File: config.mk
export PLATFORM = sky130hd
export DESIGN_NAME = tap_instr_unit
export DESIGN_NICKNAME = d
export VERILOG_FILES = /design/src/rtl/tir_pkg.sv /design/src/rtl/tir_shift.sv /design/src/rtl/tir_latch.sv /design/src/rtl/tir_decode.sv /design/src/rtl/tir_dreg.sv /design/src/rtl/tap_instr_unit.sv
export SDC_FILE = /design/constraint.sdc
export NUM_CORES = 1
export LEC_CHECK = 0
export ABC_AREA = 0
export ABC_CLOCK_PERIOD_IN_PS = 5540
export BUFFER_PORTS_ARGS = -buffer_cell sky130_fd_sc_hd__buf_2
export CORE_UTILIZATION = 55
export DETAILED_ROUTE_END_ITERATION = 10
export PLACE_DENSITY = 0.83
export SLEW_MARGIN = 15
export SYNTH_ARGS = -nofsm -noshare
export SYNTH_HDL_FRONTEND = slang
export SYNTH_SLANG_ARGS = --single-unit
File: constraint.sdc
create_clock -name tck -period 5.54 [get_ports tck]
set_input_delay 1.662 -clock tck [delete_from_list [all_inputs] [get_ports tck]]
set_output_delay 1.662 -clock tck [all_outputs]
set_load 0.01 [all_outputs]
File: src/rtl/tir_pkg.sv
package tir_pkg;

   localparam int unsigned TIR_N_USER = 4;

   // default instruction codes (6-bit layout)
   localparam logic [5:0] TIR_C_EXTEST   = 6'h00;
   localparam logic [5:0] TIR_C_SAMPLE   = 6'h01;
   localparam logic [5:0] TIR_C_USERCODE = 6'h08;
   localparam logic [5:0] TIR_C_IDCODE   = 6'h09;
   localparam logic [5:0] TIR_C_HIZ      = 6'h0A;
   localparam logic [23:0] TIR_C_USERS   = {6'h23, 6'h22, 6'h03, 6'h02};

   typedef struct packed {
      logic                  bypass;
      logic                  idcode;
      logic                  usercode;
      logic                  bsr;
      logic [TIR_N_USER-1:0] user;
      logic                  extest;
      logic                  hiz;
   } tir_dec_t;

endpackage

File: src/rtl/tir_shift.sv
module tir_shift #(
   parameter int unsigned    W   = 6,
   parameter logic [W-1:0]   PAT = '0
) (
   input  logic         tck,
   input  logic         trst_n,
   input  logic         capture,
   input  logic         shift,
   input  logic         tdi,
   output logic [W-1:0] q
);
   always_ff @(posedge tck or negedge trst_n) begin
      if (!trst_n)      q <= PAT;
      else if (capture) q <= PAT;
      else if (shift)   q <= {tdi, q[W-1:1]};
   end
endmodule

File: src/rtl/tir_latch.sv
module tir_latch #(
   parameter int unsigned  W       = 6,
   parameter logic [W-1:0] RST_VAL = '1
) (
   input  logic         tck,
   input  logic         trst_n,
   input  logic         tlr,
   input  logic         update,
   input  logic [W-1:0] d,
   output logic [W-1:0] q
);
   always_ff @(negedge tck or negedge trst_n) begin
      if (!trst_n)     q <= RST_VAL;
      else if (tlr)    q <= RST_VAL;
      else if (update) q <= d;
   end
endmodule

File: src/rtl/tir_decode.sv
module tir_decode
   import tir_pkg::*;
#(
   parameter int unsigned                   W        = 6,
   parameter bit                            HAS_ID   = 1'b1,
   parameter logic [W-1:0]                  K_EXTEST = '0,
   parameter logic [W-1:0]                  K_SAMPLE = '0,
   parameter logic [W-1:0]                  K_ID     = '0,
   parameter logic [W-1:0]                  K_UC     = '0,
   parameter logic [W-1:0]                  K_HIZ    = '0,
   parameter logic [TIR_N_USER*W-1:0]       K_USERS  = '0
) (
   input  logic [W-1:0] code,
   input  logic         tlr,
   output tir_dec_t     dec
);
   logic                  id_hit, uc_hit;
   logic [TIR_N_USER-1:0] user_hit;

   if (HAS_ID) begin : g_id
      assign id_hit = (code == K_ID);
      assign uc_hit = (code == K_UC);
   end else begin : g_noid
      assign id_hit = 1'b0;
      assign uc_hit = 1'b0;
   end

   for (genvar i = 0; i < TIR_N_USER; i++) begin : g_user
      assign user_hit[i] = (code == K_USERS[i*W +: W]);
   end

   always_comb begin
      dec = '0;
      if (code == K_EXTEST) begin
         dec.bsr    = 1'b1;
         dec.extest = 1'b1;
      end else if (code == K_SAMPLE) begin
         dec.bsr = 1'b1;
      end else if (id_hit) begin
         dec.idcode = 1'b1;
      end else if (uc_hit) begin
         dec.usercode = 1'b1;
      end else if (code == K_HIZ) begin
         dec.bypass = 1'b1;
         dec.hiz    = 1'b1;
      end else if (|user_hit) begin
         dec.user = user_hit;
      end else begin
         dec.bypass = 1'b1;
      end
      if (tlr) begin
         dec.extest = 1'b0;
         dec.hiz    = 1'b0;
      end
   end
endmodule

File: src/rtl/tir_dreg.sv
module tir_dreg #(
   parameter int unsigned DW     = 32,
   parameter bit          HAS_ID = 1'b1,
   parameter logic [DW-1:0] ID_VAL = '0,
   parameter logic [DW-1:0] UC_VAL = '0
) (
   input  logic tck,
   input  logic trst_n,
   input  logic capture,
   input  logic shift,
   input  logic tdi,
   input  logic sel_byp,
   input  logic sel_id,
   input  logic sel_uc,
   output logic byp_so,
   output logic id_so
);
   always_ff @(posedge tck or negedge trst_n) begin
      if (!trst_n)                byp_so <= 1'b0;
      else if (sel_byp && capture) byp_so <= 1'b0;
      else if (sel_byp && shift)   byp_so <= tdi;
   end

   if (HAS_ID) begin : g_idreg
      logic [DW-1:0] sr;
      always_ff @(posedge tck or negedge trst_n) begin
         if (!trst_n)                          sr <= ID_VAL;
         else if ((sel_id || sel_uc) && capture) sr <= sel_id ? ID_VAL : UC_VAL;
         else if ((sel_id || sel_uc) && shift)   sr <= {tdi, sr[DW-1:1]};
      end
      assign id_so = sr[0];
   end else begin : g_noidreg
      assign id_so = 1'b0;
   end
endmodule

File: src/rtl/tap_instr_unit.sv
module tap_instr_unit
   import tir_pkg::*;
#(
   parameter int unsigned               IR_W     = 6,
   parameter int unsigned               DR_W     = 32,
   parameter bit                        HAS_ID   = 1'b1,
   parameter logic [IR_W-1:0]           CAP_PAT  = 6'b110001,
   parameter logic [DR_W-1:0]           ID_VAL   = 32'h1A3C5E97,
   parameter logic [DR_W-1:0]           UC_VAL   = 32'h5A5A0F0F,
   parameter logic [IR_W-1:0]           C_EXTEST = TIR_C_EXTEST,
   parameter logic [IR_W-1:0]           C_SAMPLE = TIR_C_SAMPLE,
   parameter logic [IR_W-1:0]           C_ID     = TIR_C_IDCODE,
   parameter logic [IR_W-1:0]           C_UC     = TIR_C_USERCODE,
   parameter logic [IR_W-1:0]           C_HIZ    = TIR_C_HIZ,
   parameter logic [TIR_N_USER*IR_W-1:0] C_USERS = TIR_C_USERS
) (
   input  logic                  tck,
   input  logic                  trst_n,
   input  logic                  tlr_st,
   input  logic                  capture_ir,
   input  logic                  shift_ir,
   input  logic                  update_ir,
   input  logic                  capture_dr,
   input  logic                  shift_dr,
   input  logic                  tdi,
   input  logic                  bsr_so,
   input  logic [TIR_N_USER-1:0] user_so,
   output logic                  tdo,
   output logic [IR_W-1:0]       ir_code,
   output logic                  sel_bypass,
   output logic                  sel_idcode,
   output logic                  sel_usercode,
   output logic                  sel_bsr,
   output logic [TIR_N_USER-1:0] sel_user,
   output logic                  extest_mode,
   output logic                  hiz_user_io
);
   localparam logic [IR_W-1:0] C_BYPASS = '1;
   localparam logic [IR_W-1:0] RST_CODE = HAS_ID ? C_ID : C_BYPASS;

   // elaboration-time parameter checks
   if (IR_W < 2) begin : g_chk_w
      $error("IR_W must be at least 2");
   end
   if (CAP_PAT[1:0] != 2'b01) begin : g_chk_pat
      $error("CAP_PAT low bits must be 01");
   end
   if (C_ID == C_UC || C_EXTEST == C_SAMPLE || C_HIZ == C_BYPASS) begin : g_chk_codes
      $error("instruction codes collide");
   end
   for (genvar i = 0; i < TIR_N_USER; i++) begin : g_chk_u
      for (genvar j = i + 1; j < TIR_N_USER; j++) begin : g_pair
         if (C_USERS[i*IR_W +: IR_W] == C_USERS[j*IR_W +: IR_W]) begin : g_dup
            $error("user codes collide");
         end
      end
   end

   logic [IR_W-1:0] ir_q;
   tir_dec_t        dec;
   logic            byp_so, id_so, dr_so;

   tir_shift #(.W(IR_W), .PAT(CAP_PAT)) u_shift (
      .tck(tck), .trst_n(trst_n), .capture(capture_ir), .shift(shift_ir),
      .tdi(tdi), .q(ir_q)
   );

   tir_latch #(.W(IR_W), .RST_VAL(RST_CODE)) u_latch (
      .tck(tck), .trst_n(trst_n), .tlr(tlr_st), .update(update_ir),
      .d(ir_q), .q(ir_code)
   );

   tir_decode #(
      .W(IR_W), .HAS_ID(HAS_ID), .K_EXTEST(C_EXTEST), .K_SAMPLE(C_SAMPLE),
      .K_ID(C_ID), .K_UC(C_UC), .K_HIZ(C_HIZ), .K_USERS(C_USERS)
   ) u_dec (
      .code(ir_code), .tlr(tlr_st), .dec(dec)
   );

   tir_dreg #(.DW(DR_W), .HAS_ID(HAS_ID), .ID_VAL(ID_VAL), .UC_VAL(UC_VAL)) u_dreg (
      .tck(tck), .trst_n(trst_n), .capture(capture_dr), .shift(shift_dr),
      .tdi(tdi), .sel_byp(dec.bypass), .sel_id(dec.idcode),
      .sel_uc(dec.usercode), .byp_so(byp_so), .id_so(id_so)
   );

   always_comb begin
      dr_so = byp_so;
      if (dec.idcode || dec.usercode) dr_so = id_so;
      if (dec.bsr)                    dr_so = bsr_so;
      for (int i = 0; i < TIR_N_USER; i++) begin
         if (dec.user[i]) dr_so = user_so[i];
      end
   end

   assign tdo          = shift_ir ? ir_q[0] : dr_so;
   assign sel_bypass   = dec.bypass;
   assign sel_idcode   = dec.idcode;
   assign sel_usercode = dec.usercode;
   assign sel_bsr      = dec.bsr;
   assign sel_user     = dec.user;
   assign extest_mode  = dec.extest;
   assign hiz_user_io  = dec.hiz;
endmodule

==> flow_metrics.env, run 1 <==
export IMPL_vias_per_cell=5.71
export IMPL_ys_ff_latch=45
export IMPL_crit_chain="nor2_1, a22o_1, a221o_1, a221oi_2, buf_2"
export IMPL_syn_to_final_growth_pct=28.4
export IMPL_io_pins=31
export IMPL_finalWirelength_microns=5460
export IMPL_drive_gt1_share_pct=43.3
export IMPL_first_iter_violations=143
export IMPL_ctsHtreeMaxLevel=2
export IMPL_cp_slowest_cell="dfrtn_1"
export IMPL_cts_sinks=45
export IMPL_avgSynthCellArea_sq_um=10.2
export IMPL_place_ws_ps=-338
export IMPL_r2r_start="u_latch.q[1]$_DFFE_NN0P_"
export IMPL_hpwl_microns=3170
export IMPL_status="finished, violations left"
export IMPL_async_flop_share_pct=100
export IMPL_crit_type="reg2out"
export IMPL_startpoint="u_latch.q[1]$_DFFE_NN0P_"
export IMPL_hold_class="reg2reg"
export IMPL_netlist_instances=215
export IMPL_critPathArrivalTime_ps=4670
export IMPL_vdd_drop_max_mv=0.198
export IMPL_stdcell_count=323
export IMPL_track_usage_pct=26.3
export IMPL_num_vias=1844
export IMPL_p_comb_share_pct=24.4
export IMPL_synth_cell_type_count=40
export IMPL_fin_nets=288
export IMPL_fin_skew_ps=60.3
export IMPL_violations="negative setup slack"
export IMPL_drt_pass1_iterations=5
export IMPL_hp_start="u_dreg.g_idreg.sr[27]$_DFFE_PN1P_"
export IMPL_yosysWarningCount=0
export IMPL_clock_latency_ps=350
export IMPL_setup_violations_final=14
export IMPL_die_y_microns=65.1
export IMPL_crit_required_ps=3880
export IMPL_grt_pass1_wl_microns=8340
export IMPL_start_util_pct=58.5
export IMPL_overflow=0
export IMPL_die_w_microns=65.1
export IMPL_grt_max_degree=37
export IMPL_die_area_sq_um=4230
export IMPL_fp_row_count=22
export IMPL_synth_ff_type="dfstp_2"
export IMPL_insertedDiodeCount=0
export IMPL_cts_path_max_buffers=2
export IMPL_io_buffers=30
export IMPL_slew_viol_final=0
export IMPL_grt_pass1_vias=1708
export IMPL_relSlewSlack_pct=61.4
export IMPL_p_sw_uw=282
export IMPL_clockPowerShare_pct=23.2
export IMPL_cp_start_kind="register"
export IMPL_synth_edff_count=0
export IMPL_cp_max_fo=6
export IMPL_dp_cells=299
export IMPL_sequentialPowerShare_pct=52.5
export IMPL_drv_cap=0
export IMPL_synthesis_area_sq_um=2190
export IMPL_wire_per_inst_microns=16.9
export IMPL_swShare_pct=30.7
export IMPL_core_area_sq_um=3740
export IMPL_antenna_found_initial=0
export IMPL_cts_root_buf="clkbuf_8"
export IMPL_yosysSeqAreaShare_pct=52.7
export IMPL_final_antenna_net_count=0
export IMPL_internal_power_uw=639
export IMPL_drcViolationCount=0
export IMPL_clk_pin_slew_ps=90
export IMPL_critPathMaxStageDelay_ps=540
export IMPL_power_density_nw_per_um2=328
export IMPL_cts_tree="built"
export IMPL_place_congestion=0.947
export IMPL_layout_setup_ws_ps=-790
export IMPL_worst_pin_slew_ps=579
export IMPL_rsz0062_at_grt="true"
export IMPL_p_leak_nw=1.29
export IMPL_cts_made_buffers=5
export IMPL_hold_viol=0
export IMPL_synth_nets=229
export IMPL_cp_end_kind="output port"
==> synth_stat cells (2+ instances only) <==
library cell | number | area, sq um
nand2_1 | 28 | 105
buf_2 | 2 | 10.0
o221a_1 | 10 | 113
o22a_1 | 11 | 96.3
mux2i_1 | 10 | 100
clkbuf_1 | 11 | 41.3
nand2_2 | 2 | 12.5
o21ai_1 | 15 | 75.1
dfstp_2 | 22 | 578
dfrtp_1 | 19 | 475
nor3_2 | 3 | 30.0
dfrtn_1 | 4 | 100
o21ai_0 | 6 | 30.0
and3_1 | 4 | 25.0
o211ai_1 | 3 | 22.5
inv_1 | 5 | 18.8
nor2_1 | 23 | 86.3
nand2b_1 | 13 | 81.3
nand3_1 | 3 | 15.0
==> path summary, 6_finish.rpt <==
path                                                           to  cells past startpoint  slack, ps
worst min register to register  u_dreg.g_idreg.sr[27]$_DFFE_PN1P_                      2        470
worst min-delay path            u_dreg.g_idreg.sr[27]$_DFFE_PN1P_                      2        470
worst max-delay path                                          tdo                      5       -790
worst max register to register          u_dreg.byp_so$_DFFE_PN0P_                     20       -330
min in group asynchronous               u_dreg.byp_so$_DFFE_PN0P_                      1       1280
max in group asynchronous                u_latch.q[0]$_DFFE_NN1P_                      1       1190
==> area by class of cell <==
cell class / instances / area, sq um
sequential: 45 / 1150
timing repair buffer: 66 / 468
clock buffer: 5 / 68.8
clock inverter: 5 / 32.5
inverter: 5 / 18.8
fill: 243 / 933
multi-input combinational: 149 / 1010
tap: 48 / 60.1
==> placed cells by master, fill, tap and decap left out, drive strengths merged <==
cell,n
and3,4
dfrtn,4
inv,8
nor3,4
nand2b,13
nand3,3
or3,1
o22a,11
and2b,1
buf,66
o221a,11
or2b,1
dfrtp,19
a21oi,1
a221o,1
o22ai,1
o211ai,3
nor2,24
clkbuf,5
a311oi,1
clkinv,1
dfstp,22
clkinvlp,1
nand2,30
a31oi,1
a22o,1
mux2i,10
o21ai,21
or2,1
nor4,1
a221oi,2
nor2b,1
a211oi,1
==> power by group through the flow <==
stage | combinational [mW] | sequential, mW | clock (mW)
after floorplan | 0.139 | 0.472 | 0.00339
after global placement | 0.187 | 0.482 | 0.00339
after detailed placement | 0.192 | 0.486 | 0.00339
after CTS | 0.215 | 0.480 | 0.217
after global routing | 0.249 | 0.491 | 0.231
final | 0.224 | 0.483 | 0.213
==> flip-flops by register name, summed over array words and instances (netlist names) <==
register           cells
u_latch.q              6
u_dreg.byp_so          1
u_shift.q              6
u_dreg.g_idreg.sr     32
==> layer usage <==
metal | up-vias | global-route usage (%) | wire length [microns]
li1 | 881 | - | -
met1 | 906 | 35.0 | 2320
met2 | 49 | 42.2 | 2840
met3 | 8 | 5.11 | 220
met4 | 0 | 10.1 | 79
met5 | - | 0 | 0
==> repair_timing <==
item	CTS	global route
gates resized for setup	9	18
buffers inserted	15	3
pin swaps	3	4
hold buffers	0	0
setup endpoints to repair	12	15
==> critical path, delay by kind of cell, from the launching register on <==
kind | cells | cell delay, ps
AOI/OAI and AO/OA | 3 | 790
DFF | 1 | 540
buffers and inverters | 1 | 190
and+or+nand+nor | 1 | 80
==> metrics by stage <==
step | total power [mW] | setup TNS, ps | hold WS (ps) | util [%] | instance area (sq um)
after global routing | 0.970 | -6710 | 496 | 75.1 | 2810
after floorplan | 0.615 | -1120 | 443 | - | 2190
after CTS | 0.912 | -5090 | 467 | 73.0 | 2730
after global placement | 0.672 | -1650 | 451 | 66.4 | 2490
after detailed placement | 0.681 | -1860 | 454 | 66.4 | 2490
final | 0.921 | -6070 | 466 | 75.1 | 2810
==> cell families after synthesis <==
family                 after synthesis  share of synthesized area (%)
flip-flops                          45                           52.7
multiplexers                        10                           4.57
AND/OR/NAND/NOR                     84                           19.1
AO/OA/AOI/OAI                       55                           19.4
buffers and inverters               21                           4.23
Note: power is estimated with default switching activity, not from simulation.
==> run 2: changes to the inputs <==
--- a/config.mk
+++ b/config.mk
@@ -10,7 +10,7 @@
 export BUFFER_PORTS_ARGS = -buffer_cell sky130_fd_sc_hd__buf_2
 export CORE_UTILIZATION = 55
 export DETAILED_ROUTE_END_ITERATION = 10
-export PLACE_DENSITY = 0.83
+export PLACE_DENSITY = 0.81
 export SLEW_MARGIN = 15
 export SYNTH_ARGS = -nofsm -noshare
 export SYNTH_HDL_FRONTEND = slang
==> run 2 against run 1 <==
  * The run still ends with negative setup slack left
  * Non-clock buffer count is 2 higher
  * Die area stayed put
  * Count of clock-buffer cells in the layout is 2 higher
  * Final cell count is 0.62% higher
  * Combinational power is 7% higher
  * Worst setup slack better by 120 ps
  * First-iteration DRC count is 45% higher
  * Clock skew is 26 ps higher
==> flow_metrics.env, run 2 (synthesized netlist as in run 1, its figures left out) <==
export IMPL_timing_hold_ws_ps=466
export IMPL_final_cell_mix="buf_4 (29), nand2_1 (27), buf_2 (25)"
export IMPL_fillers=248
export IMPL_antenna_found_initial=0
export IMPL_cts_sinks=45
export IMPL_worst_pin_slew_ps=588
export IMPL_p_leak_nw=1.33
export IMPL_die_w_microns=65.1
export IMPL_worstRegToRegCells=16
export IMPL_fin_skew_ps=86.6
export IMPL_cp_end_kind="output port"
export IMPL_stdcell_count=325
export IMPL_sequentialPowerShare_pct=51.1
export IMPL_hold_class="reg2reg"
export IMPL_cpLargestDelayFamily="compound AO/OA/AOI/OAI gates"
export IMPL_dpl_instance_area_sq_um=2490
export IMPL_die_y_microns=65.1
export IMPL_num_vias=1904
export IMPL_crit_buf_inv=2
export IMPL_clock_latency_ps=370
export IMPL_status="finished, violations left"
export IMPL_overflow=0
export IMPL_dp_cells=300
export IMPL_internal_power_uw=665
export IMPL_critPathMaxStageDelay_ps=500
export IMPL_fin_nets=290
export IMPL_critPathArrivalTime_ps=4550
export IMPL_relSlewSlack_pct=60.8
export IMPL_start_util_pct=58.5
export IMPL_reg_largest_list="u_dreg.g_idreg.sr: 32 flops, u_latch.q: 6 flops, u_shift.q: 6 flops"
export IMPL_insertedDiodeCount=0
export IMPL_power_total_uw=952
export IMPL_final_common_cell="buf_4"
export IMPL_crit_type="reg2out"
export IMPL_io_pins=31
export IMPL_track_usage_pct=28.9
export IMPL_drive_gt1_share_pct=43.3
export IMPL_crit_required_ps=3880
export IMPL_clk_pin_slew_ps=80
export IMPL_cts_made_buffers=5
export IMPL_core_area_sq_um=3740
export IMPL_ctsHoldBuffers=0
export IMPL_power_density_nw_per_um2=329
export IMPL_layout_setup_ws_ps=-671
export IMPL_violations="negative setup slack"
export IMPL_setup_violations_final=16
export IMPL_slew_viol_final=0
export IMPL_clockPowerShare_pct=23.8
export IMPL_ctsHtreeMaxLevel=2
export IMPL_crit_chain="buf_4, a311oi_2, a221o_1, a221oi_2, buf_2"
export IMPL_wl_met1_microns=2510
export IMPL_cts_path_max_buffers=2
export IMPL_wl_met2_microns=3130
export IMPL_r2r_slack_ps=60
export IMPL_regMostFlops="u_dreg.g_idreg.sr"
export IMPL_fp_row_count=22
export IMPL_hpwl_microns=3320
export IMPL_vdd_drop_max_mv=0.244
export IMPL_drt_pass1_iterations=4
export IMPL_die_area_sq_um=4230
export IMPL_hold_viol=0
export IMPL_wire_per_inst_microns=18.4
export IMPL_cp_depth=5
export IMPL_p_sw_uw=287
export IMPL_top_layer_used="met4"
export IMPL_cts_tree="built"
export IMPL_grt_pass1_vias=1885
export IMPL_r2r_start="u_latch.q[1]$_DFFE_NN0P_"
export IMPL_grt_max_degree=43
export IMPL_first_iter_violations=208
export IMPL_io_buffers=30
export IMPL_finalWirelength_microns=5990
export IMPL_place_ws_ps=-374
export IMPL_final_cell_area_sq_um=2890
export IMPL_grt_pass1_wl_microns=9110
export IMPL_place_congestion=0.879
export IMPL_swShare_pct=30.2
export IMPL_cp_slowest_cell="dfrtn_1"
export IMPL_final_antenna_net_count=0
export IMPL_hold_depth=2
export IMPL_vias_per_cell=5.86
export IMPL_startpoint="u_latch.q[1]$_DFFE_NN0P_"
export IMPL_p_comb_share_pct=25.1
export IMPL_syn_to_final_growth_pct=32.1
export IMPL_largest_register_ff_count=32
export IMPL_drv_cap=0
export IMPL_cts_root_buf="clkbuf_8"
export IMPL_rsz0062_at_grt="true"
export IMPL_hp_start="u_dreg.g_idreg.sr[25]$_DFFE_PN1P_"
export IMPL_cp_start_kind="register"
export IMPL_drcViolationCount=0
export IMPL_cp_max_fo=5
export IMPL_met3_length_microns=260
## run 2: changes by cell type in the layout (fill, tap and decap cells not counted), sizes merged
cell and delta:
clkinvlp -1, buf +2, clkbuf +2, clkinv -1
## run 2: routing by layer
layer | up-vias | global-route usage (%)
met4 | 0 | 10.1
met3 | 10 | 4.05
met2 | 68 | 48.8
met1 | 947 | 38.0
met5 | - | 0
li1 | 879 | -
## run 2: tightest hold or removal path: stages, from the launching register on
cell	delay, ps
dfstp_2	370
nand2_1	40
o21ai_1	50
## run 2: power groups by stage
stage | logic, mW | clock network, mW | registers (mW)
6_report | 0.239 | 0.226 | 0.487
4_1_cts | 0.223 | 0.222 | 0.482
3_3_place_gp | 0.186 | 0.00339 | 0.480
2_1_floorplan | 0.139 | 0.00339 | 0.472
5_1_grt | 0.258 | 0.242 | 0.495
3_5_place_dp | 0.195 | 0.00339 | 0.486
## run 2: timing repair
action / in CTS / in global routing
setup endpoints to repair: 13 / 17
pin swaps: 3 / 6
gates resized for setup: 14 / 20
setup buffers: 16 / 10
## run 2: cell type report
cell class,count,area [sq um],share of cell area [%]
Tap cell,48,60.1,2.08
Clock inverter,3,11.3,0.390
Multi-Input combinational cell,149,1050,36.3
Clock buffer,7,96.3,3.33
Sequential cell,45,1150,39.9
Inverter,5,18.8,0.649
Timing Repair Buffer,68,500,17.3
## run 2: path summary, 6_finish.rpt
check | to
worst max-delay path | tdo
worst min-delay path | u_dreg.g_idreg.sr[25]$_DFFE_PN1P_
worst max register to register | u_dreg.byp_so$_DFFE_PN0P_
worst min register to register | u_dreg.g_idreg.sr[25]$_DFFE_PN1P_
max in group asynchronous | u_latch.q[5]$_DFFE_NN0P_
min in group asynchronous | u_dreg.g_idreg.sr[24]$_DFFE_PN0P_
## run 2: per-stage QoR
stage,setup TNS (ps),utilization (%)
after floorplan,-1120,-
after global placement,-1410,66.6
after detailed placement,-1770,66.6
after CTS,-5340,74.4
after global routing,-6170,77.2
final,-5590,77.2
